File: config.mk
export PLATFORM = sky130hd
export DESIGN_NAME = sup_reset_gen
export DESIGN_NICKNAME = d
export VERILOG_FILES = /design/src/rtl/sup_pkg.sv /design/src/rtl/sup_hold_timer.sv /design/src/rtl/sup_wdog.sv /design/src/rtl/sup_reset_gen.sv
export SDC_FILE = /design/constraint.sdc
export NUM_CORES = 1
export LEC_CHECK = 0
export CAP_MARGIN = 10
export CORE_MARGIN = 1
export CORE_UTILIZATION = 33
export CTS_CLUSTER_SIZE = 20
export DETAILED_ROUTE_END_ITERATION = 12
export GPL_ROUTABILITY_DRIVEN = 0
export PLACE_DENSITY = 0.49
export SYNTH_ARGS = -nofsm -noshare
export SYNTH_HDL_FRONTEND = slang
export SYNTH_SLANG_ARGS = --single-unit
File: constraint.sdc
create_clock -name clk -period 4.2 [get_ports clk]
set_clock_uncertainty 0.2 [all_clocks]
set_input_delay 0.42 -clock clk [delete_from_list [all_inputs] [get_ports clk]]
set_output_delay 0.42 -clock clk [all_outputs]
set_load 0.05 [all_outputs]
File: src/rtl/sup_pkg.sv
package sup_pkg;

    typedef enum logic [2:0] {
        WD_1S    = 3'b000,
        WD_450MS = 3'b001,
        WD_150MS = 3'b010,
        WD_OFF   = 3'b011,
        WD_60S   = 3'b100,
        WD_20S   = 3'b101,
        WD_10S   = 3'b110,
        WD_5S    = 3'b111
    } wd_code_e;

    localparam int unsigned WD_MAX_MS = 60000;

    // nominal watchdog period in ms; 0 means disabled
    function automatic int unsigned wd_period_ms(input logic [2:0] code);
        case (wd_code_e'(code))
            WD_1S:    return 1000;
            WD_450MS: return 450;
            WD_150MS: return 150;
            WD_60S:   return 60000;
            WD_20S:   return 20000;
            WD_10S:   return 10000;
            WD_5S:    return 5000;
            default:  return 0;
        endcase
    endfunction

    // scaled tick count, rounded up, never below one
    function automatic int unsigned ms_to_ticks(input int unsigned ms, input int unsigned div);
        int unsigned t;
        t = (ms + div - 1) / div;
        return (t == 0) ? 1 : t;
    endfunction

endpackage

File: src/rtl/sup_hold_timer.sv
module sup_hold_timer #(
    parameter int unsigned LV_TICKS = 200,
    parameter int unsigned WD_TICKS = 150,
    localparam int unsigned MAXT = (LV_TICKS > WD_TICKS) ? LV_TICKS : WD_TICKS,
    localparam int unsigned HW = $clog2(MAXT + 1)
) (
    input  logic clk,
    input  logic rst,
    input  logic vdd_ok,
    input  logic wd_fire,
    input  logic tick,
    output logic active
);
    logic [HW-1:0] cnt_q;

    always_ff @(posedge clk) begin
        if (rst || !vdd_ok) begin
            active <= 1'b1;
            cnt_q  <= HW'(LV_TICKS);
        end else if (wd_fire) begin
            active <= 1'b1;
            cnt_q  <= HW'(WD_TICKS);
        end else if (active && tick) begin
            if (cnt_q <= HW'(1)) active <= 1'b0;
            else                 cnt_q  <= cnt_q - 1'b1;
        end
    end

    // release happens only on a sampled tick
    p_release_on_tick_r3: assert property (@(posedge clk) disable iff (rst)
        $fell(active) |-> $past(tick));

    // a low supply always leaves the hold engaged
    p_low_holds_r2: assert property (@(posedge clk) disable iff (rst)
        !vdd_ok |=> active);

endmodule

File: src/rtl/sup_wdog.sv
module sup_wdog
    import sup_pkg::*;
#(
    parameter int unsigned TIME_DIV = 1,
    localparam int unsigned MAX_TICKS = ms_to_ticks(WD_MAX_MS, TIME_DIV),
    localparam int unsigned CW = $clog2(MAX_TICKS + 1)
) (
    input  logic       clk,
    input  logic       rst,
    input  logic       tick,
    input  logic       kick,
    input  logic       hold,
    input  logic [2:0] sel,
    output logic       expire
);
    logic [2:0]    sel_q;
    logic [CW-1:0] cnt_q;
    logic [CW-1:0] last_cnt;
    logic          enabled;
    logic          changed;
    logic          restart;

    always_comb begin
        enabled  = (wd_code_e'(sel) != WD_OFF);
        changed  = (sel != sel_q);
        last_cnt = CW'(ms_to_ticks(wd_period_ms(sel), TIME_DIV) - 1);
        restart  = hold || kick || changed || !enabled;
        expire   = tick && !restart && (cnt_q == last_cnt);
    end

    always_ff @(posedge clk) begin
        if (rst) begin
            sel_q <= sel;
            cnt_q <= '0;
        end else begin
            sel_q <= sel;
            if (restart)      cnt_q <= '0;
            else if (expire)  cnt_q <= '0;
            else if (tick)    cnt_q <= cnt_q + 1'b1;
        end
    end

    // the disabled code never expires
    p_off_never_fires_r9: assert property (@(posedge clk) disable iff (rst)
        (wd_code_e'(sel) == WD_OFF) |-> !expire);

    // count is empty on the cycle after any held cycle
    p_cleared_in_hold_r12: assert property (@(posedge clk) disable iff (rst)
        hold |=> (cnt_q == '0));

    // a kick leaves the count at zero
    p_kick_clears_r10: assert property (@(posedge clk) disable iff (rst)
        kick |=> (cnt_q == '0));

endmodule

File: src/rtl/sup_reset_gen.sv
module sup_reset_gen
    import sup_pkg::*;
#(
    parameter int unsigned TIME_DIV   = 1,
    parameter int unsigned LV_HOLD_MS = 200,
    parameter int unsigned WD_HOLD_MS = 150,
    localparam int unsigned LV_TICKS = ms_to_ticks(LV_HOLD_MS, TIME_DIV),
    localparam int unsigned WD_TICKS = ms_to_ticks(WD_HOLD_MS, TIME_DIV)
) (
    input  logic       clk,
    input  logic       rst,
    input  logic       vdd_ok,
    input  logic       v2_ok,
    input  logic       start_det,
    input  logic       tick_1ms,
    input  logic [2:0] wd_sel,
    input  logic       flag_we,
    input  logic       flag_wdata,
    output logic       reset_n,
    output logic       v2fail_n,
    output logic       flag,
    output logic       abort_pulse
);
    logic in_reset;
    logic wd_fire;
    logic vdd_prev_q;

    sup_hold_timer #(
        .LV_TICKS (LV_TICKS),
        .WD_TICKS (WD_TICKS)
    ) hold_i (
        .clk    (clk),
        .rst    (rst),
        .vdd_ok (vdd_ok),
        .wd_fire(wd_fire),
        .tick   (tick_1ms),
        .active (in_reset)
    );

    sup_wdog #(
        .TIME_DIV (TIME_DIV)
    ) wdog_i (
        .clk    (clk),
        .rst    (rst),
        .tick   (tick_1ms),
        .kick   (start_det && !in_reset),
        .hold   (in_reset),
        .sel    (wd_sel),
        .expire (wd_fire)
    );

    assign reset_n  = !in_reset;
    assign v2fail_n = v2_ok;

    always_ff @(posedge clk) begin
        if (rst) begin
            vdd_prev_q  <= vdd_ok;
            abort_pulse <= 1'b0;
            flag        <= 1'b0;
        end else begin
            vdd_prev_q  <= vdd_ok;
            abort_pulse <= vdd_prev_q && !vdd_ok;
            if (!vdd_ok)      flag <= 1'b0;
            else if (flag_we) flag <= flag_wdata;
        end
    end

    p_low_supply_reset_r2: assert property (@(posedge clk) disable iff (rst)
        !vdd_ok |=> !reset_n);

    p_flag_cleared_r5: assert property (@(posedge clk) disable iff (rst)
        !vdd_ok |=> !flag);

    p_flag_write_r6: assert property (@(posedge clk) disable iff (rst)
        (vdd_ok && flag_we) |=> (flag == $past(flag_wdata)));

    p_abort_on_dip_r4: assert property (@(posedge clk) disable iff (rst)
        $fell(vdd_ok) |=> abort_pulse);

    p_abort_single_r4: assert property (@(posedge clk) disable iff (rst)
        abort_pulse |=> !abort_pulse);

    p_wd_flag_kept_r7: assert property (@(posedge clk) disable iff (rst)
        (wd_fire && !flag_we && vdd_ok) |=> $stable(flag));

endmodule

### Yosys cells after proc, flatten, opt, wreduce, memory -nomap -nowiden

Cells that the tools add are included.

| operators by class | value |
|---|---|
| $add $sub $neg | 5 |
| magnitude comparators | 1 |
| equality and inequality tests | 10 |
| mux-type cells | 5 |
| bitwise logic cells | 2 |
| reductions and logical operators | 22 |

Operators with widths:

| kind | count |
|---|---|
| 16-bit one-hot mux with 7 select lines | 1 |
| 32-bit zero test | 1 |
| 7-bit two-way mux | 3 |
| 17-bit by 1-bit subtractor with 18-bit output (second input constant) | 1 |
| 16-bit by 1-bit adder with 17-bit output (second input constant) | 1 |
| 16-bit by 1-bit adder with 16-bit output (second input constant) | 1 |
| 16-bit == test | 1 |
| 16-bit two-way mux | 1 |
| 16-bit by 1-bit subtractor with 16-bit output (second input constant) | 1 |
| 3-bit == test (second input constant) | 4 |
| 8-bit by 1-bit <= comparator with 1-bit output (second input constant) | 1 |
| 8-bit by 1-bit subtractor with 8-bit output (second input constant) | 1 |
| 2-bit AND reduction | 3 |
| 1-bit logical AND | 5 |
| 1-bit zero test | 4 |
| 1-bit logical OR | 4 |
| 2-bit OR reduction | 2 |
| 3-bit by 1-bit == test with 1-bit output (second input constant) | 1 |
| 3-bit by 2-bit == test with 1-bit output (second input constant) | 1 |
| 3-bit zero test | 1 |
| 3-bit by 2-bit != test with 1-bit output (second input constant) | 1 |
| 3-bit != test | 1 |
| 3-bit OR reduction | 1 |
| 2-bit by 1-bit != test with 1-bit output (second input constant) | 1 |
| other kinds (2) | 3 |

| word-level totals | value |
|---|---|
| flip-flop bits (word level) | 31 |
| input port bits | 11 |
| output and inout port bits | 4 |
| logic and storage cells | 53 |

### Longest topological paths before layout

Gate-level depths: netlist of the first run.

| logic depth | value |
|---|---|
| word-level depth | 11 |
| gate-level depth with buffers | 13 |
| gate-level depth less buffers | 9 |

### Hierarchy

Synthesis of the first run repeated with hierarchy kept, for this count alone.

| second synthesis, totals | value |
|---|---|
| cells, all modules | 212 |
| area total of the unflattened synthesis | 2,011.9 um^2 |

By module, submodules not included:

| module | instances | cells each | area an instance (um^2) | seq. area each (um^2) |
|---|---|---|---|---|
| sup_wdog | 1 | 151 | 1,406.3 | 380.4 |
| sup_hold_timer | 1 | 52 | 498.0 | 180.2 |
| sup_reset_gen | 1 | 9 | 107.6 | 60.1 |

### Worst setup path after synthesis of the first run

OpenSTA, ideal clock, no wires.

| timing path | value |
|---|---|
| path kind | in2reg |
| start point | input port wd_sel[1] |
| end point | register hold_i.cnt_q[3] |
| setup time | 0.114 ns |
| data arrival time | 2.996 ns |
| required time | 3.886 ns |
| setup slack | 0.890 ns |
| stages on the path | 11 |
| path buffers | 4 |
| path through | buf_4 -> buf_2 -> inv_1 -> ha_1 -> buf_2 -> or4b_2 -> o311a_1 -> xnor2_1 -> or4_4 -> buf_6 -> a21o_1 |

| between the ends | value |
|---|---|
| word-level cells in the longest chain between the ends | 11 |
| elaborated cells between the ends (all ways) | 26 |
| those cells by class | add/sub: 3; eq/ne: 10; mux: 3; reduce/logical: 10 |

Ends and longest elaborated chain:

| item | line | source |
|---|---|---|
| start: declaration | sup_reset_gen.sv:16 | `input logic [2:0] wd_sel,` |
| 3-bit == test, or another cell as far along | sup_pkg.sv:18 | `case (wd_code_e'(code))` |
| 16-bit one-hot mux with 7 select lines | sup_pkg.sv:18 |  |
| 16-bit by 1-bit adder with 17-bit output | sup_pkg.sv:33 | `t = (ms + div - 1) / div;` |
| 17-bit by 1-bit subtractor with 18-bit output | sup_pkg.sv:33 |  |
| 32-bit zero test | sup_pkg.sv:34 | `return (t == 0) ? 1 : t;` |
| 16-bit two-way mux | sup_pkg.sv:34 |  |
| 16-bit by 1-bit subtractor with 16-bit output | sup_wdog.sv:26 | `last_cnt = CW'(ms_to_ticks(wd_period_ms(sel), TIME_DIV) - 1);` |
| 16-bit == test | sup_wdog.sv:28 | `expire = tick && !restart && (cnt_q == last_cnt);` |
| 1-bit logical AND (*) | sup_wdog.sv:28 |  |
| 2-bit by 1-bit != test with 1-bit output (no source line) or 2-bit nonzero test (tied branches) | - |  |
| 2-bit AND reduction (no source line) | - |  |
| end signal: assignment | sup_hold_timer.sv:19 | `cnt_q <= HW'(LV_TICKS);` |
| end signal: assignment | sup_hold_timer.sv:22 | `cnt_q <= HW'(WD_TICKS);` |
| end signal: assignment | sup_hold_timer.sv:25 | `else cnt_q <= cnt_q - 1'b1;` |
| end: declaration | sup_hold_timer.sv:14 | `logic [HW-1:0] cnt_q;` |

Every way passes the cells marked *; elsewhere a longest branch is shown, timed or not.
A chain may end at the register's enable or synchronous reset.

### Worst setup path after layout of the first run

| timing path | value |
|---|---|
| start point | input port wd_sel[1] |
| end point | register wdog_i.cnt_q[15] |

| between the ends | value |
|---|---|
| word-level cells in the longest chain between the ends | 10 |
| elaborated cells between the ends (all ways) | 23 |
| those cells by class | add/sub: 3; eq/ne: 9; mux: 2; reduce/logical: 9 |

Ends and longest elaborated chain:

| item | line | source |
|---|---|---|
| 3-bit == test, or another cell as far along | sup_pkg.sv:18 |  |
| 16-bit one-hot mux with 7 select lines | sup_pkg.sv:18 |  |
| 16-bit by 1-bit adder with 17-bit output | sup_pkg.sv:33 |  |
| 17-bit by 1-bit subtractor with 18-bit output | sup_pkg.sv:33 |  |
| 32-bit zero test | sup_pkg.sv:34 |  |
| 16-bit two-way mux | sup_pkg.sv:34 |  |
| 16-bit by 1-bit subtractor with 16-bit output | sup_wdog.sv:26 |  |
| 16-bit == test | sup_wdog.sv:28 |  |
| 1-bit logical AND | sup_wdog.sv:28 |  |
| 3-bit OR reduction (no source line) (*) | - |  |
| end signal: assignment | sup_wdog.sv:39 | `else if (tick) cnt_q <= cnt_q + 1'b1;` |
| end: declaration | sup_wdog.sv:17 | `logic [CW-1:0] cnt_q;` |

Marked as above.

==> impl_metrics.csv, run 1 <==
group,metric,value,unit
run_status,status,"completed",
timing,fin_crit,3.71,ns
setup_path,crit_family,"simple AND/OR/NAND/NOR gates",
floorplan,die-area,0.00737,mm2
timing,fin_setup_tns,0,ns
setup_path,rr_worst_depth,7,
power,seqPwrFrac,41.6,%
drt,ant_nets,0,
final_layout,mostFrequentLayoutCells,"dfxtp_1, and3_1, nand2_1",
floorplan,ioPinCount,15,
setup_path,crit_path_max_incr_delay,0.66,ns
power,powerDensity,274,mW/mm2
timing,fmax,270,MHz
clocking,clockBufferDepth,2,
yosys,synth_top_cell_by_area,"dfxtp_1",
timing,worst_pin_slew,0.567,ns
yosys,ys_types,53,
final_layout,diodes,0,
clocking,post_cts_buffers,0,
final_layout,fin_cells,400,
final_layout,nets,323,
min_path,hold_depth,1,
yosys,synth_nets,309,
timing,setup_viol,0,
floorplan,die_h,85.8,um
global_routing,antenna_found_initial,0,
timing,post-route-period-util,88.3,%
global_routing,grt_pass1_vias,1967,
final_layout,multiInputGateArea,0.00155,mm2
global_routing,grt_use_total,16.8,%
timing,relSlewSlack,61.8,%
yosys,synth_warnings,0,
final_layout,syn2layout_area_growth,14.3,%
clocking,clk_latency,0.27,ns
yosys,synth-seq-area-share,26.8,%
drt,wirelength,5.87,mm
drt,vias_per_cell,5.30,
timing,slew_violations,0,
global_routing,grt_pass1_wl,9.79,mm
yosys,synth_area,0.00232,mm2
drt,wl_per_cell,14.7,um
floorplan,core_area,0.00679,mm2
placement,dp.cells,392,
power,swShare,25.4,%
yosys,yosys_most_used_dff,"dfxtp_1",
yosys,synth_edf_count,0,
yosys,synth.top_cell.area_share,26.8,%
setup_path,path_depth,10,
final_layout,drive_above_1_share,7.89,%
drt,drt-pass1-iter-count,4,
timing,rsz0062_at_grt,"false",
setup_path,endpoint_kind,"register",
global_routing,grt_overflow,0,
floorplan,initial_core_util,34.1,%
final_layout,fill_cells,704,
clocking,hold_buffers,0,
power,power.leakage,0.00105,uW
setup_path,crit_required,4.16,ns
min_path,hp-class,"register to register",
setup_path,crit_arrival,3.67,ns
yosys,ys_seq_elements,31,
drt,drt_drc_violations_left,0,
final_layout,seqCellArea,621,um2
yosys,synth.avg_cell_area,8.03,um2
clocking,clkTransAtPathRegs,0.07,ns
drt,drt_iter0_drc,91,
setup_path,crit_path_top_delay_cell,"or4_4",
placement,dpl.hpwl,4.49,mm
drt,vias,2120,
setup_path,critPathMaxFanout,22,
clocking,root_buffer,"clkbuf_8",
yosys,yosys-top-cells-area,"dfxtp_1, xnor2_1, and3_1, ha_1, xor2_1",
placement,port_buffers,12,
power,max-vdd-ir-drop,0.144,mV
run,drv_cap,0,
setup_path,start_kind,"input pin",
power,p_comb_share,17.0,%
clocking,clkSinkCount,31,
global_routing,grt_max_degree,23,
clocking,cts_tree,"yes",
power,clock_power_share,41.4,%
clocking,post_cts_resized,0,
yosys,async_flop_share,0,%
setup_path,cp_num_buf_inv,2,
clocking,cts_buffers,5,
timing,final_hold_viol_count,0,
power,p_switching,185,uW
final_layout,mostFrequentLayoutCell,"dfxtp_1",
yosys,synth_cells,289,
setup_path,critical_path_class,"input pin to register",
floorplan,fp.dieW,85.8,um
floorplan,rows,30,
clocking,htreeDepth,2,
power,p_int,543,uW
setup_path,cp_cell_sequence,"clkdlybuf4s50_1 > inv_1 > ha_1 > nand2b_1 > o21ai_1 > nand3_1 > o2bb2ai_1 > o311ai_0 > or4_4 > and3_1",
## flip-flops by register name, indices dropped and copies added, names as in the netlist
signal and cells:
vdd_prev_q 1, wdog_i.sel_q 3, wdog_i.cnt_q 16, flag 1, abort_pulse 1, hold_i.cnt_q 8
hold_i.active 1
## metrics by stage
step           worst slack (ns)  total power [uW]  util (%)  hold WS (ns)  cell area (um2)
2_1_floorplan             0.890               400         -         0.238             2320
3_3_place_gp              0.198               434      37.3         0.252             2530
3_5_place_dp              0.226               432      37.3         0.255             2530
4_1_cts                   0.532               734      39.0         0.264             2650
5_1_grt                   0.233               764      39.0         0.282             2650
6_report                  0.489               728      39.0         0.263             2650
## cell families (layout without fill, tap and decap cells)
logic type,count (synthesis),after routing,share of synthesized area (%)
xor gates and xnor gates,29,29,10.9
muxes,2,2,0.863
DFF,31,31,26.8
adders and majority gates,9,9,4.85
AOI/OAI and AO/OA,67,67,20.5
and+or+nand+nor,123,123,29.5
buffers and inverters,28,43,6.58
## power by group through the flow
stage	Combinational, uW	Clock (uW)	Sequential, uW
after floorplan	88.4	0	311
after global placement	124	0	310
after detailed placement	122	0	310
after CTS	123	308	303
after global routing	137	324	303
final	124	301	303
## worst register-to-register path: cells and delay by family, from the launching register on
kind / cells / cell delay (ns)
flops: 1 / 0.35
simple gates: 4 / 1.45
compound gates: 3 / 0.69
## synth_stat cells, drive strengths merged (5+ instances only)
| library cell | number |
|---|---|
| nand2 | 21 |
| nor3b | 5 |
| nand4 | 5 |
| ha | 9 |
| xor2 | 11 |
| nor2b | 5 |
| a21oi | 14 |
| nor3 | 9 |
| buf | 13 |
| inv | 12 |
| nor2 | 18 |
| o21ai | 12 |
| o2111ai | 6 |
| xnor2 | 18 |
| and3 | 22 |
| dfxtp | 31 |
| nand3 | 9 |
## area by class of cell
class,instances,share of cell area (%)
Tap cell,96,4.53
Multi-Input combinational cell,230,58.3
Timing Repair Buffer,23,7.64
Inverter,12,1.70
Sequential cell,31,23.4
Clock inverter,2,1.32
Clock buffer,6,3.11
## final timing paths
check	from	end	slack (ns)
max	wd_sel[1]	wdog_i.cnt_q[15]	0.49
min	vdd_prev_q	abort_pulse	0.26
max reg2reg	wdog_i.cnt_q[11]	wdog_i.cnt_q[15]	1.41
min reg2reg	vdd_prev_q	abort_pulse	0.26
## metal layers
metal	track usage, %	vias up	share of wire (%)
met5	0	-	0
met4	3.03	0	0.46
met3	3.27	2	5.1
met2	27.3	51	45
met1	23.4	988	49
li1	-	1079	-
No activity file was read; power rests on OpenSTA's default activity.
==> run 2: changes to the inputs <==
--- a/config.mk
+++ b/config.mk
@@ -12,6 +12,7 @@
 export DETAILED_ROUTE_END_ITERATION = 12
 export GPL_ROUTABILITY_DRIVEN = 0
 export PLACE_DENSITY = 0.49
+export SKIP_LAST_GASP = 1
 export SYNTH_ARGS = -nofsm -noshare
 export SYNTH_HDL_FRONTEND = slang
 export SYNTH_SLANG_ARGS = --single-unit
==> results of run 2 <==
No change in the layout: final DEF, timing and power equal those of run 1.
